--- src/rtl/sport_pack_pkg.sv ---
package sport_pack_pkg;

    localparam int BUF_W = 32;
    localparam int SER_W = 16;
    localparam int LEN_W = 5;
    localparam int MIN_LEN = 3;

    typedef struct packed {
        logic [BUF_W-1:0] data;
        logic             full;
        logic             half;
        logic             ovf;
        logic             irq;
    } tx_state_t;

    typedef struct packed {
        logic [BUF_W-1:0] data;
        logic [SER_W-1:0] lo;
        logic             half;
        logic             valid;
        logic             ovr;
        logic             irq;
    } rx_state_t;

endpackage

--- src/rtl/sport_len_mask.sv ---
module sport_len_mask #(
    parameter int SER_W   = sport_pack_pkg::SER_W,
    parameter int LEN_W   = sport_pack_pkg::LEN_W,
    parameter int MIN_LEN = sport_pack_pkg::MIN_LEN
) (
    input  logic [LEN_W-1:0] word_len,
    output logic [SER_W-1:0] mask
);
    localparam logic [LEN_W-1:0] LO_C = LEN_W'(MIN_LEN);
    localparam logic [LEN_W-1:0] HI_C = LEN_W'(SER_W);

    logic [LEN_W-1:0] len_c;

    always_comb begin
        if (word_len < LO_C)      len_c = LO_C;
        else if (word_len > HI_C) len_c = HI_C;
        else                      len_c = word_len;
    end

    for (genvar i = 0; i < SER_W; i++) begin : g_bit
        assign mask[i] = (LEN_W'(i) < len_c);
    end

endmodule

--- src/rtl/sport_pack_tx.sv ---
module sport_pack_tx
    import sport_pack_pkg::*;
#(
    parameter int BUF_W_P = BUF_W,
    parameter int SER_W_P = SER_W
) (
    input  logic               clk,
    input  logic               rst_n,
    input  logic               port_en,
    input  logic               pack_en,
    input  logic [SER_W_P-1:0] mask,
    input  logic               wr,
    input  logic [BUF_W_P-1:0] wdata,
    input  logic               take,
    output logic [SER_W_P-1:0] sword,
    output logic               sword_vld,
    output logic               full,
    output logic               ovf,
    output logic               irq
);
    tx_state_t s_d, s_q;
    logic take_ok, last_take, room;
    logic [SER_W_P-1:0] half_word;

    always_comb begin
        half_word = s_q.half ? s_q.data[BUF_W_P-1:SER_W_P] : s_q.data[SER_W_P-1:0];
        take_ok   = port_en && take && s_q.full;
        last_take = take_ok && (!pack_en || s_q.half);
        room      = !s_q.full || last_take;

        s_d     = s_q;
        s_d.irq = last_take;
        if (take_ok) begin
            if (last_take) begin
                s_d.full = 1'b0;
                s_d.half = 1'b0;
            end else begin
                s_d.half = 1'b1;
            end
        end
        if (!port_en) begin
            s_d.half = 1'b0;
        end
        if (wr) begin
            if (room) begin
                s_d.data = wdata;
                s_d.full = 1'b1;
            end else begin
                s_d.ovf = 1'b1;
            end
        end
    end

    always_ff @(posedge clk or negedge rst_n) begin
        if (!rst_n) s_q <= '0;
        else        s_q <= s_d;
    end

    assign sword_vld = s_q.full && port_en;
    assign sword     = sword_vld ? (half_word & mask) : '0;
    assign full      = s_q.full;
    assign ovf       = s_q.ovf;
    assign irq       = s_q.irq;

    AST_TX_WR_FILLS: assert property (@(posedge clk) disable iff (!rst_n)
        wr |=> full) else $error("tx write did not leave buffer full");
    AST_TX_IRQ_FROM_FULL: assert property (@(posedge clk) disable iff (!rst_n)
        $rose(irq) |-> $past(full)) else $error("tx irq without data");
    AST_TX_OVF_STICKY: assert property (@(posedge clk) disable iff (!rst_n)
        ovf |=> ovf) else $error("tx overflow flag dropped");
    AST_TX_HALF_RESET: assert property (@(posedge clk) disable iff (!rst_n)
        !port_en |=> !s_q.half) else $error("tx half select kept while off");
    AST_TX_IDLE_ZERO: assert property (@(posedge clk) disable iff (!rst_n)
        !sword_vld |-> sword == '0) else $error("tx word not zero when idle");

endmodule

--- src/rtl/sport_pack_rx.sv ---
module sport_pack_rx
    import sport_pack_pkg::*;
#(
    parameter int BUF_W_P = BUF_W,
    parameter int SER_W_P = SER_W
) (
    input  logic               clk,
    input  logic               rst_n,
    input  logic               port_en,
    input  logic               pack_en,
    input  logic [SER_W_P-1:0] mask,
    input  logic               push,
    input  logic [SER_W_P-1:0] sword,
    input  logic               rd,
    output logic [BUF_W_P-1:0] rdata,
    output logic               valid,
    output logic               ovr,
    output logic               irq
);
    localparam int UP_W = BUF_W_P - SER_W_P;

    rx_state_t s_d, s_q;
    logic               hit, room;
    logic [SER_W_P-1:0] w;
    logic [BUF_W_P-1:0] word;

    always_comb begin
        hit  = port_en && push;
        w    = sword & mask;
        room = !s_q.valid || rd;
        word = pack_en ? {w, s_q.lo} : {{UP_W{1'b0}}, w};

        s_d     = s_q;
        s_d.irq = 1'b0;
        if (rd) begin
            s_d.valid = 1'b0;
        end
        if (!port_en) begin
            s_d.half = 1'b0;
        end
        if (hit) begin
            if (pack_en && !s_q.half) begin
                s_d.lo   = w;
                s_d.half = 1'b1;
            end else begin
                s_d.half = 1'b0;
                if (room) begin
                    s_d.data  = word;
                    s_d.valid = 1'b1;
                    s_d.irq   = 1'b1;
                end else begin
                    s_d.ovr = 1'b1;
                end
            end
        end
    end

    always_ff @(posedge clk or negedge rst_n) begin
        if (!rst_n) s_q <= '0;
        else        s_q <= s_d;
    end

    assign rdata = s_q.data;
    assign valid = s_q.valid;
    assign ovr   = s_q.ovr;
    assign irq   = s_q.irq;

    AST_RX_IRQ_VALID: assert property (@(posedge clk) disable iff (!rst_n)
        irq |-> valid) else $error("rx irq without valid");
    AST_RX_RD_EMPTIES: assert property (@(posedge clk) disable iff (!rst_n)
        rd && !irq |=> !valid || irq) else $error("rx read left valid");
    AST_RX_OVR_STICKY: assert property (@(posedge clk) disable iff (!rst_n)
        ovr |=> ovr) else $error("rx overrun flag dropped");
    AST_RX_UPPER_ZERO: assert property (@(posedge clk) disable iff (!rst_n)
        hit && !pack_en && room |=> rdata[BUF_W_P-1:SER_W_P] == '0) else $error("rx upper half not zero");
    AST_RX_OFF_HOLD: assert property (@(posedge clk) disable iff (!rst_n)
        !port_en |=> $stable(rdata)) else $error("rx buffer changed while off");

endmodule

--- src/rtl/sport_pack_buf.sv ---
module sport_pack_buf
    import sport_pack_pkg::*;
#(
    parameter int BUF_W_P = BUF_W,
    parameter int SER_W_P = SER_W,
    parameter int LEN_W_P = LEN_W
) (
    input  logic               clk,
    input  logic               rst_n,
    input  logic               port_en,
    input  logic               pack_en,
    input  logic [LEN_W_P-1:0] word_len,
    input  logic               tx_wr,
    input  logic [BUF_W_P-1:0] tx_wdata,
    output logic               tx_full,
    output logic               tx_ovf,
    output logic               tx_irq,
    input  logic               tx_take,
    output logic [SER_W_P-1:0] tx_sword,
    output logic               tx_sword_vld,
    input  logic               rx_push,
    input  logic [SER_W_P-1:0] rx_sword,
    input  logic               rx_rd,
    output logic [BUF_W_P-1:0] rx_rdata,
    output logic               rx_valid,
    output logic               rx_ovr,
    output logic               rx_irq
);
    logic [SER_W_P-1:0] mask;

    sport_len_mask #(.SER_W(SER_W_P), .LEN_W(LEN_W_P), .MIN_LEN(MIN_LEN)) i_mask (
        .word_len (word_len),
        .mask     (mask)
    );

    sport_pack_tx #(.BUF_W_P(BUF_W_P), .SER_W_P(SER_W_P)) i_tx (
        .clk       (clk),
        .rst_n     (rst_n),
        .port_en   (port_en),
        .pack_en   (pack_en),
        .mask      (mask),
        .wr        (tx_wr),
        .wdata     (tx_wdata),
        .take      (tx_take),
        .sword     (tx_sword),
        .sword_vld (tx_sword_vld),
        .full      (tx_full),
        .ovf       (tx_ovf),
        .irq       (tx_irq)
    );

    sport_pack_rx #(.BUF_W_P(BUF_W_P), .SER_W_P(SER_W_P)) i_rx (
        .clk     (clk),
        .rst_n   (rst_n),
        .port_en (port_en),
        .pack_en (pack_en),
        .mask    (mask),
        .push    (rx_push),
        .sword   (rx_sword),
        .rd      (rx_rd),
        .rdata   (rx_rdata),
        .valid   (rx_valid),
        .ovr     (rx_ovr),
        .irq     (rx_irq)
    );

endmodule

--- config.mk ---
export PLATFORM = sky130hd
export DESIGN_NAME = sport_pack_buf
export DESIGN_NICKNAME = d
export VERILOG_FILES = /design/src/rtl/sport_pack_pkg.sv /design/src/rtl/sport_len_mask.sv /design/src/rtl/sport_pack_tx.sv /design/src/rtl/sport_pack_rx.sv /design/src/rtl/sport_pack_buf.sv
export SDC_FILE = /design/constraint.sdc
export NUM_CORES = 1
export LEC_CHECK = 0
export BUFFER_PORTS_ARGS = -buffer_cell sky130_fd_sc_hd__buf_4
export CAP_MARGIN = 20
export CORE_ASPECT_RATIO = 1.75
export CORE_MARGIN = 1.5
export CORE_UTILIZATION = 26
export DETAILED_ROUTE_END_ITERATION = 6
export GPL_TIMING_DRIVEN = 1
export PLACE_DENSITY = 0.52
export SLEW_MARGIN = 0
export SYNTH_ARGS = -nofsm -noshare
export SYNTH_HDL_FRONTEND = slang
export SYNTH_SLANG_ARGS = --single-unit
--- constraint.sdc ---
create_clock -name clk -period 4 [get_ports clk]
set_clock_uncertainty 0.05 [all_clocks]
set_input_delay 0.6 -clock clk [delete_from_list [all_inputs] [get_ports clk]]
set_output_delay 0.6 -clock clk [all_outputs]
set_load 0.01 [all_outputs]
==> results of run 1 <==
worst max-delay path by stage:
| stage | from | endpoint | slack (ns) | cells after the start |
|---|---|---|---|---|
| finish | i_tx.full | tx_sword[4] | 1.53 | 3 |
| CTS | i_tx.full | tx_sword[13] | 1.49 | 3 |
| global route | i_tx.full | tx_sword[4] | 1.38 | 3 |
| global placement | port_en | tx_sword[13] | 1.62 | 4 |
| floorplan | port_en | tx_sword[5] | 1.97 | 4 |
| detailed placement | port_en | tx_sword[4] | 1.59 | 4 |
through the flow:
stage	cells	power (mW)	cell area (µm²)	setup WS [ns]
after floorplan	456	1.58	4510	1.97
after global placement	734	1.77	5240	1.62
after detailed placement	734	1.79	5240	1.59
after CTS	750	2.68	5540	1.49
after global routing	752	2.78	5580	1.38
final	752	2.63	5580	1.53
power groups by stage:
stage	clock, mW	sequential (mW)	combinational (mW)
3_3_place_gp	0	1.16	0.607
4_1_cts	0.906	1.15	0.621
2_1_floorplan	0	1.14	0.435
5_1_grt	0.932	1.17	0.676
6_report	0.866	1.15	0.609
3_5_place_dp	0	1.17	0.618
critical path, cell delays in order, from the launching register on:
cell and delay [ns]:
dfrtp_1 0.43, nand2_1 0.45, a211oi_1 0.40, buf_4 0.18
synthesized netlist by cell type, types with 3 or more instances:
library cell	number	area share
mux2_2	10	0.025
nor3_1	13	0.014
a31oi_1	10	0.014
nand3_1	3	0.0033
o31ai_1	9	0.015
o22ai_1	32	0.044
nand2b_1	5	0.0069
mux2i_1	25	0.055
buf_4	42	0.070
a21oi_1	7	0.0078
o21ai_0	20	0.022
buf_2	9	0.010
nand2_1	97	0.081
nor2_1	10	0.0083
dfrtp_1	88	0.49
or2_2	3	0.0042
mux2_4	10	0.033
a211oi_1	4	0.0067
inv_1	9	0.0075
o2bb2ai_1	6	0.012
clkbuf_1	13	0.011
registers in the layout, indices dropped and copies added, names as in the netlist:
register / flops
i_tx.s_q: 33
i_tx.ovf: 1
i_tx.irq: 1
i_rx.rdata: 32
i_rx.s_q: 17
i_rx.irq: 1
i_rx.valid: 1
i_rx.ovr: 1
i_tx.full: 1
metal layers:
layer / vias up / routed length [µm] / share of wire
met5: - / 0 / 0
met4: 0 / 194 / 0.016
met3: 14 / 452 / 0.036
met2: 105 / 6600 / 0.53
met1: 1711 / 5170 / 0.42
li1: 1689 / - / -
kinds of logic (layout without fill, tap and decap cells):
logic type | Yosys count | after routing | share of synthesized area
AOI/OAI and AO/OA | 101 | 101 | 0.147
and+or+nand+nor | 143 | 143 | 0.141
buffers and inverters | 79 | 148 | 0.111
DFF | 88 | 88 | 0.488
muxes | 45 | 45 | 0.114
cell type report:
cell class | instances | area (µm²)
clock inverters | 6 | 67.6
inverters | 11 | 46.3
well taps | 227 | 284
flip-flops and latches | 88 | 2200
fillers | 1770 | 11400
multi-input cells | 289 | 1810
clock buffers | 10 | 239
repair buffers | 121 | 936
==> impl_metrics.tcl, run 1 <==
set metrics [dict create \
    syn_inst 456 \
    hold_class "in -> async" \
    tightest_slew_ns 0.927 \
    fp.dieArea_mm2 0.0182 \
    fin_setup_tns_ns 0 \
    rr_worst_depth 4 \
    r2r-start "i_rx.s_q[3]" \
    std_cell_rows 63 \
    first_iter_violations 113 \
    synthArstFlopShare 1.00 \
    syn2layout_area_growth_pct 23.7 \
    vias 3519 \
    first_pass_iters 4 \
    pwr-share-comb 0.232 \
    clock_latency_ns 0.33 \
    cap_violations 0 \
    pin_count 116 \
    drc 0 \
    grt_first_pass_wirelength_um 19700 \
    fin_nets 581 \
    status "finished clean" \
    synth_edf_count 0 \
    use_met1 0.175 \
    grt-ovfl-total 0 \
    fp.dieH_um 177 \
    power.clock.fraction 0.330 \
    cts.repair.resized 0 \
    cp_max_fo 17 \
    cts_setup_buffers 0 \
    place_hpwl_um 9090 \
    p_int_mw 1.87 \
    regToRegEndpoint "i_rx.rdata[4]" \
    antenna_found_initial 0 \
    ys_warn_count 0 \
    final_cell_mix "buf_4 (119), nand2_1 (97), dfrtp_1 (88)" \
    wire_per_inst_um 16.5 \
    ant_nets 0 \
    antennaDiodeCount 0 \
    grt_pass1_vias 3645 \
    fin_crit_ns 2.47 \
    grt_util_met3 0.0205 \
    top_usage_layer "met2" \
    crit_type "reg -> out" \
    post-route-util 0.329 \
    setup-violations-final 0 \
    startpoint_type "register" \
    p_leak_nw 2.60 \
    layout-drive-gt1-share 0.318 \
    start_util 0.266 \
    fmax_mhz 406 \
    coreArea_mm2 0.0169 \
    end_kind "output pin" \
    clkTransAtPathRegs_ns 0.06 \
    die_w_um 103 \
    rsz0062_at_grt "false" \
    cts_tree "done" \
    p_seq_frac 0.439 \
    powerDensity_mw_per_mm2 471 \
    routed_via_density 4.68 \
    use_met2 0.250 \
    cts.sinks 88 \
    r2r_slack_ns 2.14 \
    place_congestion 0.770 \
    fin_hold_ws_ns 0.339 \
    synthesis.nets 517 \
    routed_wl_um 12400 \
    hold_buffers 0 \
    switching_share 0.288 \
    h-tree-depth 3 \
    cts_made_buffers 9 \
    p_switching_mw 0.758 \
    slew_violations 0 \
    critical_path_arrival_ns 1.82 \
    ys_seq_area_frac 0.488 \
    syn_area_mm2 0.00451 \
    yosysUniqueCellTypes 46 \
    peakVddDrop_v 0.000166 \
    synth_ff_type "dfrtp_1" \
    grt_max_degree 69 \
    ys_seq_elements 88 \
    port_buffers 115 \
    finalCritPeriodShare 0.616 \
    root_buffer "clkbuf_16" \
    hold_viol_final 0 \
    relSlewSlack 0.382 \
    final_common_cell "buf_4" \
    avgSynthCellArea_um2 9.90 \
    worstPathRequired_ns 3.35 \
    clockBufferDepth 2 \
    grt_use_total 0.144 \
]
Note: power is estimated with default switching activity, not from simulation.
==> inputs of run 2 (changes only) <==
- PLACE_DENSITY: 0.52 -> 0.54
- clock period: 4 -> 2.1 ns (I/O delays scaled with it)
==> run 2 against run 1 <==
Sequential power rose by 91%. Final area is 0.65% higher. Critical endpoint is now tx_sword[11]. Clock-buffer cell count unchanged. Setup slack got worse by 1.4 ns. Non-clock buffer count is 8 higher. Final cell count grew 1.1%. Worst hold slack worse by 0.16 ns. Critical path depth rose by 1. Clock power rose by 78%. Register-to-register slack got worse by 1.7 ns. Utilization is 0.21 points higher.
==> impl_metrics.tcl, run 2 (synthesis gave the netlist of run 1 again) <==
set metrics [dict create \
    antennaDiodeCount 0 \
    grt_pass1_vias 3591 \
    final_cell_mix "buf_4 (126), nand2_1 (97), dfrtp_1 (88)" \
    tightest_slew_ns 0.486 \
    cts_tree "done" \
    cts.sinks 88 \
    setup-violations-final 0 \
    slew_violations 0 \
    fp.dieArea_mm2 0.0182 \
    powerDensity_mw_per_mm2 873 \
    final_common_cell "buf_4" \
    grt_first_pass_wirelength_um 19300 \
    cp_common_cell "buf_4" \
    routed_via_density 4.66 \
    relSlewSlack 0.676 \
    post-route-util 0.332 \
    root_buffer "clkbuf_16" \
    status "finished clean" \
    switching_share 0.296 \
    crit_family "flip-flops" \
    hold_viol_final 0 \
    p_seq_frac 0.448 \
    start_util 0.266 \
    fin_setup_tns_ns 0 \
    place_congestion 0.739 \
    fmax_mhz 516 \
    largest_register_ffs 33 \
    r2r_slack_ns 0.45 \
    dp.cells 743 \
    antenna_found_initial 0 \
    critical_path_arrival_ns 1.57 \
    die_w_um 103 \
    grt_max_degree 89 \
    peakVddDrop_v 0.000356 \
    p_int_mw 3.46 \
    rsz0062_at_grt "false" \
    hold_class "in -> reg" \
    regMostFlops "i_tx.s_q" \
    end_kind "output pin" \
    port_buffers 115 \
    first_pass_iters 4 \
    syn2layout_area_growth_pct 24.5 \
    finalNonFillerCells 760 \
    coreArea_mm2 0.0169 \
    startpoint_type "register" \
    crit_type "reg -> out" \
    std_cell_rows 63 \
    grt_use_total 0.140 \
    cp_max_fo 16 \
    layout-drive-gt1-share 0.326 \
    wire_per_inst_um 16.1 \
    place_hpwl_um 8990 \
    setup_slack_ns 0.162 \
    slowest_delay_ns 0.43 \
    place_ws_ns 0.429 \
    crit_slowest_cell "dfrtp_1" \
    worstPathRequired_ns 1.74 \
    critical_path.cell_chain "nand2_1, buf_4, nor3_1, buf_4" \
    fp.dieH_um 177 \
    pin_count 116 \
    drc 0 \
    fin_crit_ns 1.94 \
    p_leak_nw 2.62 \
    vias 3538 \
    routed_wl_um 12200 \
    finalCritPeriodShare 0.923 \
    power.clock.fraction 0.314 \
    crit_buf_inv 2 \
    cap_violations 0 \
    clkTransAtPathRegs_ns 0.07 \
    clockBufferDepth 2 \
    grt-ovfl-total 0 \
    ant_nets 0 \
    h-tree-depth 3 \
    first_iter_violations 131 \
    pwr-share-comb 0.237 \
    fin_nets 589 \
    cts_made_buffers 9 \
    p_switching_mw 1.45 \
    clock_latency_ns 0.34 \
]
run 2: cell types whose count changed in the layout (fill, tap and decap cells not counted), sizes merged:
cell         delta
clkinvlp        -1
bufinv          -1
buf             +7
dlygate4sd3     +1
clkinv          +2
run 2: power by group through the flow:
stage | logic [mW] | clock network (mW) | registers (mW)
global placement | 1.17 | 0 | 2.23
floorplan | 0.829 | 0 | 2.18
finish | 1.17 | 1.54 | 2.20
global route | 1.29 | 1.67 | 2.24
CTS | 1.19 | 1.59 | 2.21
detailed placement | 1.18 | 0 | 2.24
run 2: path summary, 6_finish.rpt:
kind	from	endpoint	cells past startpoint
min in group asynchronous	rst_n	i_tx.ovf	3
worst max register to register	i_tx.s_q[2]	i_tx.s_q[26]	5
worst max-delay path	i_tx.full	tx_sword[11]	4
max in group asynchronous	rst_n	i_rx.s_q[13]	3
worst min register to register	i_tx.ovf	i_tx.ovf	1
worst min-delay path	rx_sword[2]	i_rx.s_q[6]	2
run 2: layout make-up:
| type | count | area, µm² |
|---|---|---|
| fillers | 1771 | 11300 |
| well taps | 227 | 284 |
| repair buffers | 129 | 996 |
| clock inverters | 6 | 43.8 |
| inverters | 11 | 46.3 |
| flip-flops and latches | 88 | 2200 |
| clock buffers | 10 | 239 |
| multi-input cells | 289 | 1810 |
run 2: repair_timing:
| action | 4_1_cts | 5_1_grt |
|---|---|---|
| buffers inserted | 0 | 0 |
| resized for setup | 0 | 0 |
| endpoints found under the hold margin | 29 | 0 |
| hold buffers | 1 | 0 |
run 2: metal layers:
layer  vias to the layer above  wire length, µm  global-route usage
met4                         0              193              0.0508
li1                       1697                -                   -
met5                         -                0                   0
met3                        10              497              0.0209
met2                       114             6580               0.247
met1                      1717             4960               0.169
run 2: metrics by stage:
stage / total power [mW] / hold WS (ns) / area [µm²]
2_1_floorplan: 3.01 / -0.0306 / 4510
3_3_place_gp: 3.39 / 0.344 / 5330
3_5_place_dp: 3.42 / 0.353 / 5330
4_1_cts: 4.99 / 0.164 / 5620
5_1_grt: 5.21 / 0.166 / 5620
6_report: 4.91 / 0.175 / 5620
==> inputs of run 3 (changes only) <==
- ABC_AREA: unset -> 1
- CORE_ASPECT_RATIO: 1.75 -> unset
- HOLD_SLACK_MARGIN: unset -> 0.08
==> run 3 against run 2 <==
Worst hold slack got worse by 0.066 ns. Clock power increased by 15%. Clock-buffer cell count increased by 2. Fmax decreased by 3.5%. Sequential cell count unchanged. Synthesized area decreased by 6.9%. Utilization increased by 0.81 points. Final cell count increased by 7.5%. Combinational power decreased by 15%. Register-to-register slack got worse by 0.05 ns. Sequential power about the same. Critical endpoint is now tx_sword[8]. Largest power group unchanged. Highest routed layer unchanged.
==> impl_metrics.tcl, run 3 <==
set metrics [dict create \
    critical_path_arrival_ns 1.64 \
    use_met2 0.233 \
    detailed_place.area_mm2 0.00504 \
    final_cell_mix "nand2_1 (225), buf_4 (123), dfrtp_1 (87)" \
    post-route-util 0.340 \
    port_buffers 115 \
    cts_made_buffers 9 \
    setup_slack_ns 0.0916 \
    ys_seq_area_frac 0.524 \
    antenna_found_initial 0 \
    cp_max_fo 10 \
    first_iter_violations 159 \
    regMostFlops "i_tx.s_q" \
    layout-drive-gt1-share 0.255 \
    avgSynthCellArea_um2 8.22 \
    finalCritPeriodShare 0.956 \
    synthArstFlopShare 1.00 \
    cts.sinks 88 \
    clock_latency_ns 0.35 \
    yosysTopAreaCell "dfrtp_1" \
    yosys-top-cells-area "dfrtp_1 (52%), nand2_1 (20%), buf_4 (6.4%)" \
    grt_pass1_vias 3595 \
    first_pass_iters 4 \
    final_common_cell "nand2_1" \
    tightest_slew_ns 0.616 \
    synthesis.nets 572 \
    design_area_mm2 0.00538 \
    pin_count 116 \
    grt_first_pass_wirelength_um 18800 \
    dp.cells 801 \
    finalNonFillerCells 817 \
    coreArea_mm2 0.0158 \
    routed_wl_um 11800 \
    place_ws_ns 0.291 \
    start_util 0.266 \
    die_w_um 130 \
    clkTransAtPathRegs_ns 0.06 \
    status "finished clean" \
    vias 3527 \
    fp.dieH_um 130 \
    peakVddDrop_v 0.000404 \
    wire_per_inst_um 14.5 \
    hold_class "in -> reg" \
    root_buffer "clkbuf_16" \
    h-tree-depth 3 \
    crit_type "reg -> out" \
    place_hpwl_um 8610 \
    fin_setup_tns_ns 0 \
    ys_warn_count 0 \
    netlist.area_leader.share 0.524 \
    largest_register_ffs 33 \
    syn_inst 511 \
    rsz0062_at_grt "false" \
    syn2layout_area_growth_pct 28.0 \
    std_cell_rows 46 \
    grt-ovfl-total 0 \
    syn_area_mm2 0.00420 \
    grt_use_total 0.148 \
    grt_max_degree 45 \
    synth_ff_type "dfrtp_1" \
    slew_violations 0 \
    cts_setup_buffers 0 \
    yosysUniqueCellTypes 28 \
    end_kind "output pin" \
    drc 0 \
    synth_most_common_cell "nand2_1" \
    ant_nets 0 \
    worstPathRequired_ns 1.74 \
    fin_crit_ns 2.01 \
    top_usage_layer "met2" \
    fp.dieArea_mm2 0.0169 \
    clockBufferDepth 2 \
    fmax_mhz 498 \
    startpoint_type "register" \
    ys_seq_elements 88 \
    setup-violations-final 0 \
    fin_nets 658 \
    antennaDiodeCount 0 \
    place_congestion 0.792 \
    cts_tree "done" \
    routed_via_density 4.32 \
    ys_top_cells_by_count "nand2_1 (225), dfrtp_1 (88), buf_4 (36)" \
    powerDensity_mw_per_mm2 920 \
    relSlewSlack 0.589 \
    hold_viol_final 0 \
    cap_violations 0 \
    synth_edf_count 0 \
    use_met1 0.190 \
    grt_util_met3 0.0369 \
    p_leak_nw 2.86 \
]
==> run 3: per-layer routing <==
metal | routed length (µm) | vias up
met1 | 5300 | 1649
li1 | - | 1743
met2 | 5500 | 112
met4 | 351 | 0
met3 | 691 | 23
met5 | 0 | -
==> run 3: power breakdown <==
group | switching [mW] | internal [mW]
Clock | 0.671 | 1.10
Sequential | 0.175 | 2.01
Combinational | 0.528 | 0.465
Total | 1.37 | 3.57
==> run 3: worst paths after layout <==
path / start / cells after the start / to / slack [ns]
setup / recovery: i_tx.s_q[2] / 5 / tx_sword[8] / 0.09
hold / removal: tx_wdata[10] / 3 / i_tx.s_q[14] / 0.11
setup reg to reg: i_tx.full / 9 / i_tx.s_q[24] / 0.40
hold reg to reg: i_rx.s_q[10] / 2 / i_rx.rdata[6] / 0.42
max in group asynchronous: rst_n / 3 / i_tx.s_q[2] / 0.89
min in group asynchronous: rst_n / 2 / i_tx.s_q[33] / 0.46
==> run 3: worst max-delay path, cell delays in order (launching register included) <==
cell	delay (ns)
dfrtp_2	0.50
inv_1	0.10
buf_4	0.18
o211ai_1	0.09
a21oi_1	0.24
buf_4	0.17
==> run 3: kinds of logic after synthesis <==
family,after synthesis,synth area share
multiplexers,5,0.0119
AO/OA/AOI/OAI,47,0.0595
AND/OR/NAND/NOR,287,0.284
flip-flops,88,0.524
buffers and inverters,84,0.120
==> run 3: repair_timing <==
| action | 4_1_cts | 5_1_grt |
|---|---|---|
| pin swaps | 0 | 0 |
| hold buffers | 1 | 0 |
| gates resized for setup | 1 | 1 |
| endpoints found under the hold margin | 42 | 0 |
| endpoints found under the setup margin | 1 | 1 |
==> run 3: cell type report <==
cell class,count,area (µm²)
Inverter,34,128
Clock buffer,12,256
Multi-Input combinational cell,339,1500
Clock inverter,3,65.1
Sequential cell,88,2200
Timing Repair Buffer,125,953
Tap cell,216,270
Fill cell,1703,10500
==> run 3: metrics by stage <==
stage	power (mW)	hold WS, ns
after floorplan	2.83	-0.0306
after global placement	3.19	0.311
after detailed placement	3.22	0.324
after CTS	5.02	0.0979
after global routing	5.24	0.102
final	4.95	0.109
